### src/rtl/evt_filt_pkg.sv
`timescale 1ns/1ps
package evt_filt_pkg;

    localparam int N_CMP = 4;

    localparam logic [3:0] FC_BLANK_A = 4'b0010;
    localparam logic [3:0] FC_BLANK_B = 4'b0100;
    localparam logic [3:0] FC_WIN_A   = 4'b1101;
    localparam logic [3:0] FC_WIN_B   = 4'b1110;
    localparam logic [3:0] FC_WIN_X   = 4'b1111;

    typedef enum logic [1:0] {FK_PASS, FK_BLANK, FK_WINDOW, FK_EXTWIN} filt_kind_e;
    typedef enum logic [2:0] {EV_NONE, EV_ROLL, EV_CMP1, EV_CMP2, EV_CMP3, EV_CMP4} ev_src_e;
    typedef enum logic [1:0] {PH_ANY, PH_UP, PH_DOWN} phase_e;
    typedef enum logic [1:0] {RO_BOTH, RO_BOTTOM, RO_TOP, RO_BOTH_ALT} roll_sel_e;

    typedef struct packed {
        filt_kind_e kind;
        ev_src_e    open_src;
        phase_e     open_ph;
        ev_src_e    close_src;
        phase_e     close_ph;
        phase_e     stay_ph;
    } filt_sel_t;

    typedef struct packed {
        logic             roll;
        logic [N_CMP-1:0] cmp;
    } ev_flags_t;

    function automatic filt_sel_t decode_filter(input logic [3:0] code, input logic updown);
        filt_sel_t s;
        s.kind      = FK_PASS;
        s.open_src  = EV_NONE;
        s.open_ph   = PH_ANY;
        s.close_src = EV_NONE;
        s.close_ph  = PH_ANY;
        s.stay_ph   = PH_ANY;
        if (!updown) begin
            case (code)
                FC_BLANK_A: begin s.kind = FK_BLANK;  s.open_src = EV_ROLL; s.close_src = EV_CMP2; end
                FC_BLANK_B: begin s.kind = FK_BLANK;  s.open_src = EV_ROLL; s.close_src = EV_CMP4; end
                FC_WIN_A:   begin s.kind = FK_WINDOW; s.open_src = EV_ROLL; s.close_src = EV_CMP2; end
                FC_WIN_B:   begin s.kind = FK_WINDOW; s.open_src = EV_ROLL; s.close_src = EV_CMP3; end
                FC_WIN_X:   s.kind = FK_EXTWIN;
                default:    s.kind = FK_PASS;
            endcase
        end else begin
            case (code)
                FC_BLANK_A: begin
                    s.kind = FK_BLANK; s.open_src = EV_CMP1; s.close_src = EV_CMP2;
                    s.open_ph = PH_UP; s.close_ph = PH_UP; s.stay_ph = PH_UP;
                end
                FC_BLANK_B: begin
                    s.kind = FK_BLANK; s.open_src = EV_CMP3; s.close_src = EV_CMP4;
                    s.open_ph = PH_UP; s.close_ph = PH_UP; s.stay_ph = PH_UP;
                end
                FC_WIN_A: begin
                    s.kind = FK_WINDOW; s.open_src = EV_CMP2; s.close_src = EV_CMP3;
                    s.open_ph = PH_UP; s.close_ph = PH_UP; s.stay_ph = PH_UP;
                end
                FC_WIN_B: begin
                    s.kind = FK_WINDOW; s.open_src = EV_CMP2; s.close_src = EV_CMP3;
                    s.open_ph = PH_DOWN; s.close_ph = PH_DOWN; s.stay_ph = PH_DOWN;
                end
                FC_WIN_X: begin
                    s.kind = FK_WINDOW; s.open_src = EV_CMP2; s.close_src = EV_CMP3;
                    s.open_ph = PH_UP; s.close_ph = PH_DOWN; s.stay_ph = PH_ANY;
                end
                default: s.kind = FK_PASS;
            endcase
        end
        return s;
    endfunction

    function automatic logic phase_ok(input phase_e ph, input logic dir_up);
        case (ph)
            PH_UP:   return dir_up;
            PH_DOWN: return !dir_up;
            default: return 1'b1;
        endcase
    endfunction

    function automatic logic pick_ev(input ev_src_e src, input ev_flags_t f);
        case (src)
            EV_ROLL: return f.roll;
            EV_CMP1: return f.cmp[0];
            EV_CMP2: return f.cmp[1];
            EV_CMP3: return f.cmp[2];
            EV_CMP4: return f.cmp[3];
            default: return 1'b0;
        endcase
    endfunction

endpackage

### src/rtl/udt_counter.sv
`timescale 1ns/1ps
module udt_counter #(
    parameter int W = 16
) (
    input  logic         clk,
    input  logic         rst,
    input  logic         run,
    input  logic         updown,
    input  logic [W-1:0] period,
    output logic [W-1:0] count,
    output logic         dir_up
);

    localparam logic [W-1:0] ONE = W'(1);

    always_ff @(posedge clk) begin
        if (rst) begin
            count  <= '0;
            dir_up <= 1'b1;
        end else if (run) begin
            if (!updown) begin
                dir_up <= 1'b1;
                count  <= (count >= period) ? '0 : count + ONE;
            end else if (dir_up) begin
                if (count >= period) begin
                    dir_up <= 1'b0;
                    count  <= (count == '0) ? '0 : count - ONE;
                end else begin
                    count  <= count + ONE;
                end
            end else begin
                if (count == '0) begin
                    dir_up <= 1'b1;
                    count  <= (period == '0) ? '0 : ONE;
                end else begin
                    count  <= count - ONE;
                end
            end
        end
    end

endmodule

### src/rtl/udt_event_gen.sv
`timescale 1ns/1ps
module udt_event_gen
    import evt_filt_pkg::*;
#(
    parameter int W = 16
) (
    input  logic [W-1:0]            count,
    input  logic [W-1:0]            period,
    input  logic [N_CMP-1:0][W-1:0] cmp,
    input  logic [1:0]              roll_mode,
    output ev_flags_t               flags
);

    logic [N_CMP-1:0] hit;
    logic at_bottom, at_top, roll;

    for (genvar g = 0; g < N_CMP; g++) begin : g_cmp
        assign hit[g] = (count == cmp[g]);
    end

    assign at_bottom = (count == '0);
    assign at_top    = (count == period);

    always_comb begin
        case (roll_sel_e'(roll_mode))
            RO_BOTTOM: roll = at_bottom;
            RO_TOP:    roll = at_top;
            default:   roll = at_bottom | at_top;
        endcase
        flags.roll = roll;
        flags.cmp  = hit;
    end

endmodule

### src/rtl/udt_interval.sv
`timescale 1ns/1ps
module udt_interval
    import evt_filt_pkg::*;
(
    input  logic       clk,
    input  logic       rst,
    input  logic       run,
    input  logic       updown,
    input  logic [3:0] code,
    input  logic       dir_up,
    input  ev_flags_t  flags,
    input  logic       raw_evt,
    input  logic       ext_window,
    output logic       evt_out,
    output logic       span_held
);

    filt_sel_t  sel;
    logic       open_ev, close_ev, in_phase, active, cfg_edit;
    logic [3:0] code_q;
    logic       mode_q;

    always_comb begin
        sel      = decode_filter(code, updown);
        open_ev  = pick_ev(sel.open_src, flags)  & phase_ok(sel.open_ph, dir_up);
        close_ev = pick_ev(sel.close_src, flags) & phase_ok(sel.close_ph, dir_up);
        in_phase = phase_ok(sel.stay_ph, dir_up);
        active   = (sel.kind == FK_BLANK || sel.kind == FK_WINDOW)
                 & in_phase & ~close_ev & (open_ev | span_held);
        case (sel.kind)
            FK_BLANK:  evt_out = raw_evt & ~active;
            FK_WINDOW: evt_out = raw_evt & active;
            FK_EXTWIN: evt_out = raw_evt & ext_window;
            default:   evt_out = raw_evt;
        endcase
    end

    assign cfg_edit = !run && ((code != code_q) || (updown != mode_q));

    always_ff @(posedge clk) begin
        code_q <= code;
        mode_q <= updown;
        if (rst || cfg_edit) begin
            span_held <= 1'b0;
        end else begin
            span_held <= active;
        end
    end

endmodule

### src/rtl/udt_event_filter.sv
`timescale 1ns/1ps
module udt_event_filter
    import evt_filt_pkg::*;
#(
    parameter int W = 16
) (
    input  logic         clk,
    input  logic         rst,
    input  logic         run,
    input  logic         updown_mode,
    input  logic [3:0]   filt_code,
    input  logic [1:0]   roll_mode,
    input  logic [W-1:0] period,
    input  logic [W-1:0] cmp1_val,
    input  logic [W-1:0] cmp2_val,
    input  logic [W-1:0] cmp3_val,
    input  logic [W-1:0] cmp4_val,
    input  logic         raw_evt,
    input  logic         ext_window,
    output logic         evt_out
);

    logic [W-1:0]            cnt_q;
    logic                    dir_up;
    logic                    span_held;
    ev_flags_t               flags;
    logic [N_CMP-1:0][W-1:0] cmp_bus;

    assign cmp_bus = {cmp4_val, cmp3_val, cmp2_val, cmp1_val};

    udt_counter #(.W(W)) u_cnt (
        .clk    (clk),
        .rst    (rst),
        .run    (run),
        .updown (updown_mode),
        .period (period),
        .count  (cnt_q),
        .dir_up (dir_up)
    );

    udt_event_gen #(.W(W)) u_evg (
        .count     (cnt_q),
        .period    (period),
        .cmp       (cmp_bus),
        .roll_mode (roll_mode),
        .flags     (flags)
    );

    udt_interval u_intv (
        .clk        (clk),
        .rst        (rst),
        .run        (run),
        .updown     (updown_mode),
        .code       (filt_code),
        .dir_up     (dir_up),
        .flags      (flags),
        .raw_evt    (raw_evt),
        .ext_window (ext_window),
        .evt_out    (evt_out),
        .span_held  (span_held)
    );

endmodule

### config.mk
export PLATFORM = sky130hd
export DESIGN_NAME = udt_event_filter
export DESIGN_NICKNAME = d
export VERILOG_FILES = /design/src/rtl/evt_filt_pkg.sv /design/src/rtl/udt_counter.sv /design/src/rtl/udt_event_gen.sv /design/src/rtl/udt_interval.sv /design/src/rtl/udt_event_filter.sv
export SDC_FILE = /design/constraint.sdc
export NUM_CORES = 1
export LEC_CHECK = 0
export ABC_AREA = 1
export BUFFER_PORTS_ARGS = -buffer_cell sky130_fd_sc_hd__buf_2
export CELL_PAD_IN_SITES_DETAIL_PLACEMENT = 1
export CELL_PAD_IN_SITES_GLOBAL_PLACEMENT = 1
export CORE_ASPECT_RATIO = 2
export CORE_MARGIN = 10
export CORE_UTILIZATION = 34
export DETAILED_ROUTE_END_ITERATION = 8
export PLACE_DENSITY_LB_ADDON = 0.1
export SLEW_MARGIN = 0
export SYNTH_ARGS = -nofsm -noshare
export SYNTH_HDL_FRONTEND = slang
export SYNTH_HIERARCHICAL = 1
export SYNTH_SLANG_ARGS = --single-unit
### constraint.sdc
create_clock -name clk -period 1.9 [get_ports clk]
set_input_delay 0.285 -clock clk [delete_from_list [all_inputs] [get_ports clk]]
set_output_delay 0.285 -clock clk [all_outputs]
set_load 0.005 [all_outputs]
Word-level counts from Yosys, hierarchy flattened --
Cells that the tools add are included.
Storage, ports and cells: register bits after elaboration 23, input bits 92, output and inout bits 1, word-level logic and storage cells 93
Operators by class: add/subtract/negate cells 2, order comparisons 1, equality and inequality tests 33, mux-type cells 27, bitwise operators 12, reductions and logical operators 13
Operator list (number):
- 16-bit 2-to-1 mux | 6
- 16-bit equality test | 5
- 12-bit one-hot mux with 5 select lines | 1
- 16-bit zero test | 2
- 16-bit by 1-bit adder with 16-bit output, second input constant | 1
- 16-bit greater-or-equal comparator | 1
- 16-bit by 1-bit subtractor with 16-bit output, second input constant | 1
- 2-bit equality test, second input constant | 6
- 3-bit by 2-bit equality test with 1-bit output, second input constant | 4
- 3-bit equality test, second input constant | 4
- 4-bit equality test, second input constant | 3
- 2-bit by 1-bit equality test with 1-bit output, second input constant | 5
- 1-bit one-hot mux with 5 select lines | 2
- 3-bit one-hot mux with 3 select lines | 1
- 1-bit bitwise AND | 8
- 1-bit one-hot mux with 2 select lines | 4
- 3-bit by 1-bit equality test with 1-bit output, second input constant | 2
- 1-bit 2-to-1 mux | 6
- 2-bit one-hot mux with 3 select lines | 1
- 2-bit OR reduction | 3
- 5-bit 2-to-1 mux | 1
- 4-bit by 2-bit equality test with 1-bit output, second input constant | 1
- 4-bit by 3-bit equality test with 1-bit output, second input constant | 1
- 4-bit 2-to-1 mux | 1
- other kinds (13) | 18

Longest topological paths before layout --
depth in word-level cells 13, mapped depth 21

Cells and area by module --
Netlist, hierarchy kept.
Modules (own cells, without submodules):
- udt_counter | instances 1, cells an instance 308, area an instance 1930.6 sq um, seq. area each 340.3 sq um
- udt_event_gen | instances 1, cells an instance 243, area an instance 1327.5 sq um, seq. area each 0.0 sq um
- udt_interval | instances 1, cells an instance 101, area an instance 673.1 sq um, seq. area each 120.1 sq um

Worst setup path after synthesis --
No wires, ideal clock.
kind input to output, start input filt_code[3], end output evt_out, arrival time 1.774 ns, setup slack -0.159 ns, stages 15, cell sequence nand2_2 nor2_2 nor2_1 nand2_1 nand2_1 inv_1 ha_1 mux2_2 o21ai_0 a21oi_4 nand2_2 nand2_1 nand3_1 nand2_1 inv_1
Between the ends: word-level cells in the longest chain between the ends 13, elaborated cells on any way between the ends 55, classes of those cells eq/ne (24); mux (15); bitwise (10); reduce/logical (6)
Ends and longest elaborated chain:
- start, declared | RTL line udt_event_filter.sv:11 | input logic [3:0] filt_code,
- 4-bit by 2-bit equality test with 1-bit output or 4-bit equality test (tied branches) | RTL line evt_filt_pkg.sv:40, evt_filt_pkg.sv:49
- 2-bit OR reduction (no source line)
- 3-bit one-hot mux with 3 select lines | RTL line evt_filt_pkg.sv:40 | case (code)
- 3-bit 2-to-1 mux | RTL line evt_filt_pkg.sv:39 | if (!updown) begin
- 3-bit equality test, or another cell as far along | RTL line evt_filt_pkg.sv:85 | case (src)
- 1-bit one-hot mux with 5 select lines | RTL line evt_filt_pkg.sv:85
- 1-bit bitwise AND | RTL line udt_interval.sv:26 | close_ev = pick_ev(sel.close_src, flags) & phase_ok(sel.close_ph, dir_up);
- 1-bit NOT | RTL line udt_interval.sv:29 | & in_phase & ~close_ev & (open_ev | span_held);
- 1-bit bitwise AND (2 in a row) | RTL line udt_interval.sv:29
- 1-bit NOT | RTL line udt_interval.sv:31 | FK_BLANK: evt_out = raw_evt & ~active;
- 1-bit bitwise AND | RTL line udt_interval.sv:31
- 1-bit one-hot mux with 3 select lines * | RTL line udt_interval.sv:30 | case (sel.kind)
- end, declared | RTL line udt_event_filter.sv:20 | output logic evt_out
Every way passes the cells marked *; elsewhere a longest branch is shown, timed or not.

==> flow_metrics.tcl <==
set metrics [dict create \
    status "finished, violations left" \
    violations "negative setup slack" \
    slew-limit-headroom_pct 66.15 \
    fillerInstances 1518 \
    clock_insertion_delay_worst_skew_ns 0.27 \
    cts.clk_slew.worst_paths_ns 0.07 \
    gpl_wtd_cong 0.8823 \
    cts_hold_buf 0 \
    grt_antenna_before_repair 0 \
    die_height_um 172.1 \
    timing.final.max_slew_violations 0 \
    critPathCapture "evt_out" \
    clk_path_buf_depth 2 \
    die_width_um 96.04 \
    synth_warnings 6 \
    drtPass1Iterations 4 \
    crit_arrival_ns 2.29 \
    yosys-top-cells-count "sky130_fd_sc_hd__nand2_1 (153), sky130_fd_sc_hd__inv_1 (82), sky130_fd_sc_hd__nor2_1 (56)" \
    detail_route.vias_per_cell 5.152 \
    min_path_cells 2 \
    yosys.area.top_type_share_pct 14.61 \
    postRouteWirelength_um 19300 \
    synth_area_leaders "sky130_fd_sc_hd__nand2_1 (15%), sky130_fd_sc_hd__dfxtp_1 (12%), sky130_fd_sc_hd__ha_1 (9.5%)" \
    drtAntennaViolNets 0 \
    timing.critical_path.fanout_max 8 \
    power_density_nw_per_um2 445.3 \
    drt-initial-drc-count 110 \
    port_buffers 92 \
    finalPower_w 0.002737 \
    criticalPathCategory "flip-flop to output port" \
    worstSetupStartpoint "u_cnt/count[13]" \
    rsz0062_at_grt "true" \
    tritoncts_clock_tree "done" \
    core_area_um2 11350 \
    hold_path_class "input pin to flip-flop" \
    layout.nets 965 \
    postSynth.asyncResetShare_pct 0 \
    placementRows 55 \
    syn_avg_cell_area_um2 6.030 \
    slew_worst_pin_ns 0.5070 \
    utilization_pct 54.13 \
    ff2ff_path_depth 14 \
    num_antenna_cells 0 \
    grt_first_pass_wirelength_um 28820 \
    synth.distinct_cells 41 \
    required_ns 1.62 \
    grt_start_max_net_pins 28 \
    drc 0 \
    route.detailed.wl_per_inst_um 19.61 \
    cts_root_buffer "sky130_fd_sc_hd__clkbuf_16" \
    synth-edff-count 0 \
    die_area_um2 16520 \
    post_route_skew_ns 0.002777 \
    setup_viol 19 \
    largest_area_contributor_in_the_synthesized_netlist "sky130_fd_sc_hd__nand2_1" \
    fmaxAchievable_ghz 0.3880 \
    critical_path.reg2reg.startpoint "u_cnt/count[0]" \
    dp_worst_setup_slack_ns -0.5396 \
    grt_pass1_vias 5759 \
    syn_inst 652 \
    i_o_pin_count 93 \
    drv_cap 0 \
    power_leakage_nw 3.061 \
    syn_nets 774 \
    h-tree-depth 1 \
    critPathCaptureType "output port" \
    clock_sink_count 23 \
    vias 5070 \
    start_util_pct 34.62 \
    yosysSeqAreaShare_pct 11.71 \
    ys.flop_type "sky130_fd_sc_hd__dfxtp_1" \
    final.setup.worst_slack_ns -0.6771 \
    timing.critical_path.from_type "flip-flop" \
    final_min_period_over_clock_period_pct 135.6 \
    leading_cell_type_by_number_of_instances_after_synthesis "sky130_fd_sc_hd__nand2_1" \
    gr_overflow_total 0 \
    cts-buffers-inserted 3 \
    synthesized_area_um2 3931 \
    setup_tns_ns -4.613 \
    dp.final_hpwl_um 15040 \
    post_route_cells_drive_above_1_share_pct 46.79 \
    hold_violations 0 \
    global_route_usage_sum_pct 22.44 \
    areaGrowthSynthToFinish_pct 56.33 \
    reg2reg_to "u_cnt/count[14]" \
    number_of_register_bits_inferred_by_synthesis 23 \
    maximum_vdd_drop_mv 0.3011 \
    rrSetupSlack_ns -0.34 \
    min-delay-start "filt_code[2]" \
    timing.final.crit_period_ns 2.577 \
]
worst min-delay path by stage:
stage	endpoint	slack, ns
floorplan	u_intv/code_q[0]	0.31
global placement	u_intv/code_q[2]	0.58
detailed placement	u_intv/code_q[2]	0.58
CTS	u_intv/code_q[2]	0.30
global route	u_intv/code_q[2]	0.30
finish	u_intv/code_q[2]	0.30
power breakdown:
| part | internal (W) | leakage [nW] | total (W) | switching [W] |
|---|---|---|---|---|
| Sequential | 0.000517 | 0.199 | 0.000587 | 0.0000698 |
| Clock | 0.000288 | 0.0382 | 0.000493 | 0.000205 |
| Combinational | 0.000750 | 2.82 | 0.00166 | 0.000906 |
registers in the layout, summed over array words and instances (netlist names):
name / count
u_intv/span_held: 1
u_intv/mode_q: 1
u_cnt/count: 16
u_intv/code_q: 4
u_cnt/dir_up: 1
kinds of logic after synthesis:
logic type / count (synthesis) / share of synthesized area [%]
DFF: 23 / 11.71
buffers and inverters: 123 / 13.72
muxes: 1 / 0.2864
adders and majority gates: 30 / 9.548
xor gates and xnor gates: 72 / 16.04
and+or+nand+nor: 336 / 39.24
AOI/OAI and AO/OA: 67 / 9.453
final cells by class:
cell class / count / area [µm²] / share of cell area (%)
Timing Repair inverter: 1 / 8.758 / 0.1425
Timing Repair Buffer: 207 / 1429 / 23.25
Sequential cell: 23 / 504.2 / 8.204
Tap cell: 142 / 177.7 / 2.891
Inverter: 101 / 411.6 / 6.698
Clock buffer: 4 / 78.83 / 1.283
Multi-Input combinational cell: 506 / 3536 / 57.53
through the flow:
step / hold WS, ns / cells / instance area [µm²]
after floorplan: 0.3127 / 652 / 4034
after global placement: 0.5765 / 958 / 5196
after detailed placement: 0.5806 / 958 / 5196
after CTS: 0.3022 / 978 / 5818
after global routing: 0.3007 / 984 / 6146
final: 0.2980 / 984 / 6146
placed cells by master, fill, tap and decap left out, drive strengths merged:
master  instances
buf           207
nand2         162
inv           102
nor2           68
nand3          38
xor2           37
xnor2          35
o21ai          31
ha             30
a21oi          30
dfxtp          23
nand4          22
nor3           19
or2            17
nor4            6
clkbuf          4
and2            2
o22ai           2
o21a            1
a31oi           1
nand3b          1
and3b           1
mux2            1
a221oi          1
a211oi          1
layer usage:
| metal | up-vias | routed length, µm | global-route usage [%] |
|---|---|---|---|
| li1 | 2446 | - | - |
| met1 | 2429 | 6498 | 20.70 |
| met2 | 133 | 10830 | 45.19 |
| met3 | 62 | 797 | 2.128 |
| met4 | 0 | 1171 | 11.28 |
| met5 | - | 0 | 0 |
critical path: stages, from the launching register on:
cell and delay, ns:
sky130_fd_sc_hd__dfxtp_2 0.34, sky130_fd_sc_hd__buf_4 0.18, sky130_fd_sc_hd__nand2_1 0.09, sky130_fd_sc_hd__nand2_1 0.08
sky130_fd_sc_hd__nor2_1 0.18, sky130_fd_sc_hd__nand2_1 0.10, sky130_fd_sc_hd__nor2_2 0.15, sky130_fd_sc_hd__nand3_2 0.08
sky130_fd_sc_hd__nand2_1 0.06, sky130_fd_sc_hd__nand2_1 0.05, sky130_fd_sc_hd__inv_1 0.04, sky130_fd_sc_hd__nand3_1 0.05
sky130_fd_sc_hd__nand2_1 0.07, sky130_fd_sc_hd__nand2_1 0.06, sky130_fd_sc_hd__nand2_2 0.08, sky130_fd_sc_hd__nand2_2 0.07
sky130_fd_sc_hd__nand2_2 0.06, sky130_fd_sc_hd__nand3_2 0.07, sky130_fd_sc_hd__nand2_1 0.07, sky130_fd_sc_hd__inv_1 0.03
sky130_fd_sc_hd__buf_2 0.11
timing repair:
item / CTS / global route
cloned: 2 / 0
pin swaps: 35 / 35
setup buffers: 14 / 8
gates resized for setup: 109 / 68
setup endpoints to repair: 19 / 19
endpoints found under the hold margin: 0 / 0
Note: power is estimated with default switching activity, not from simulation.
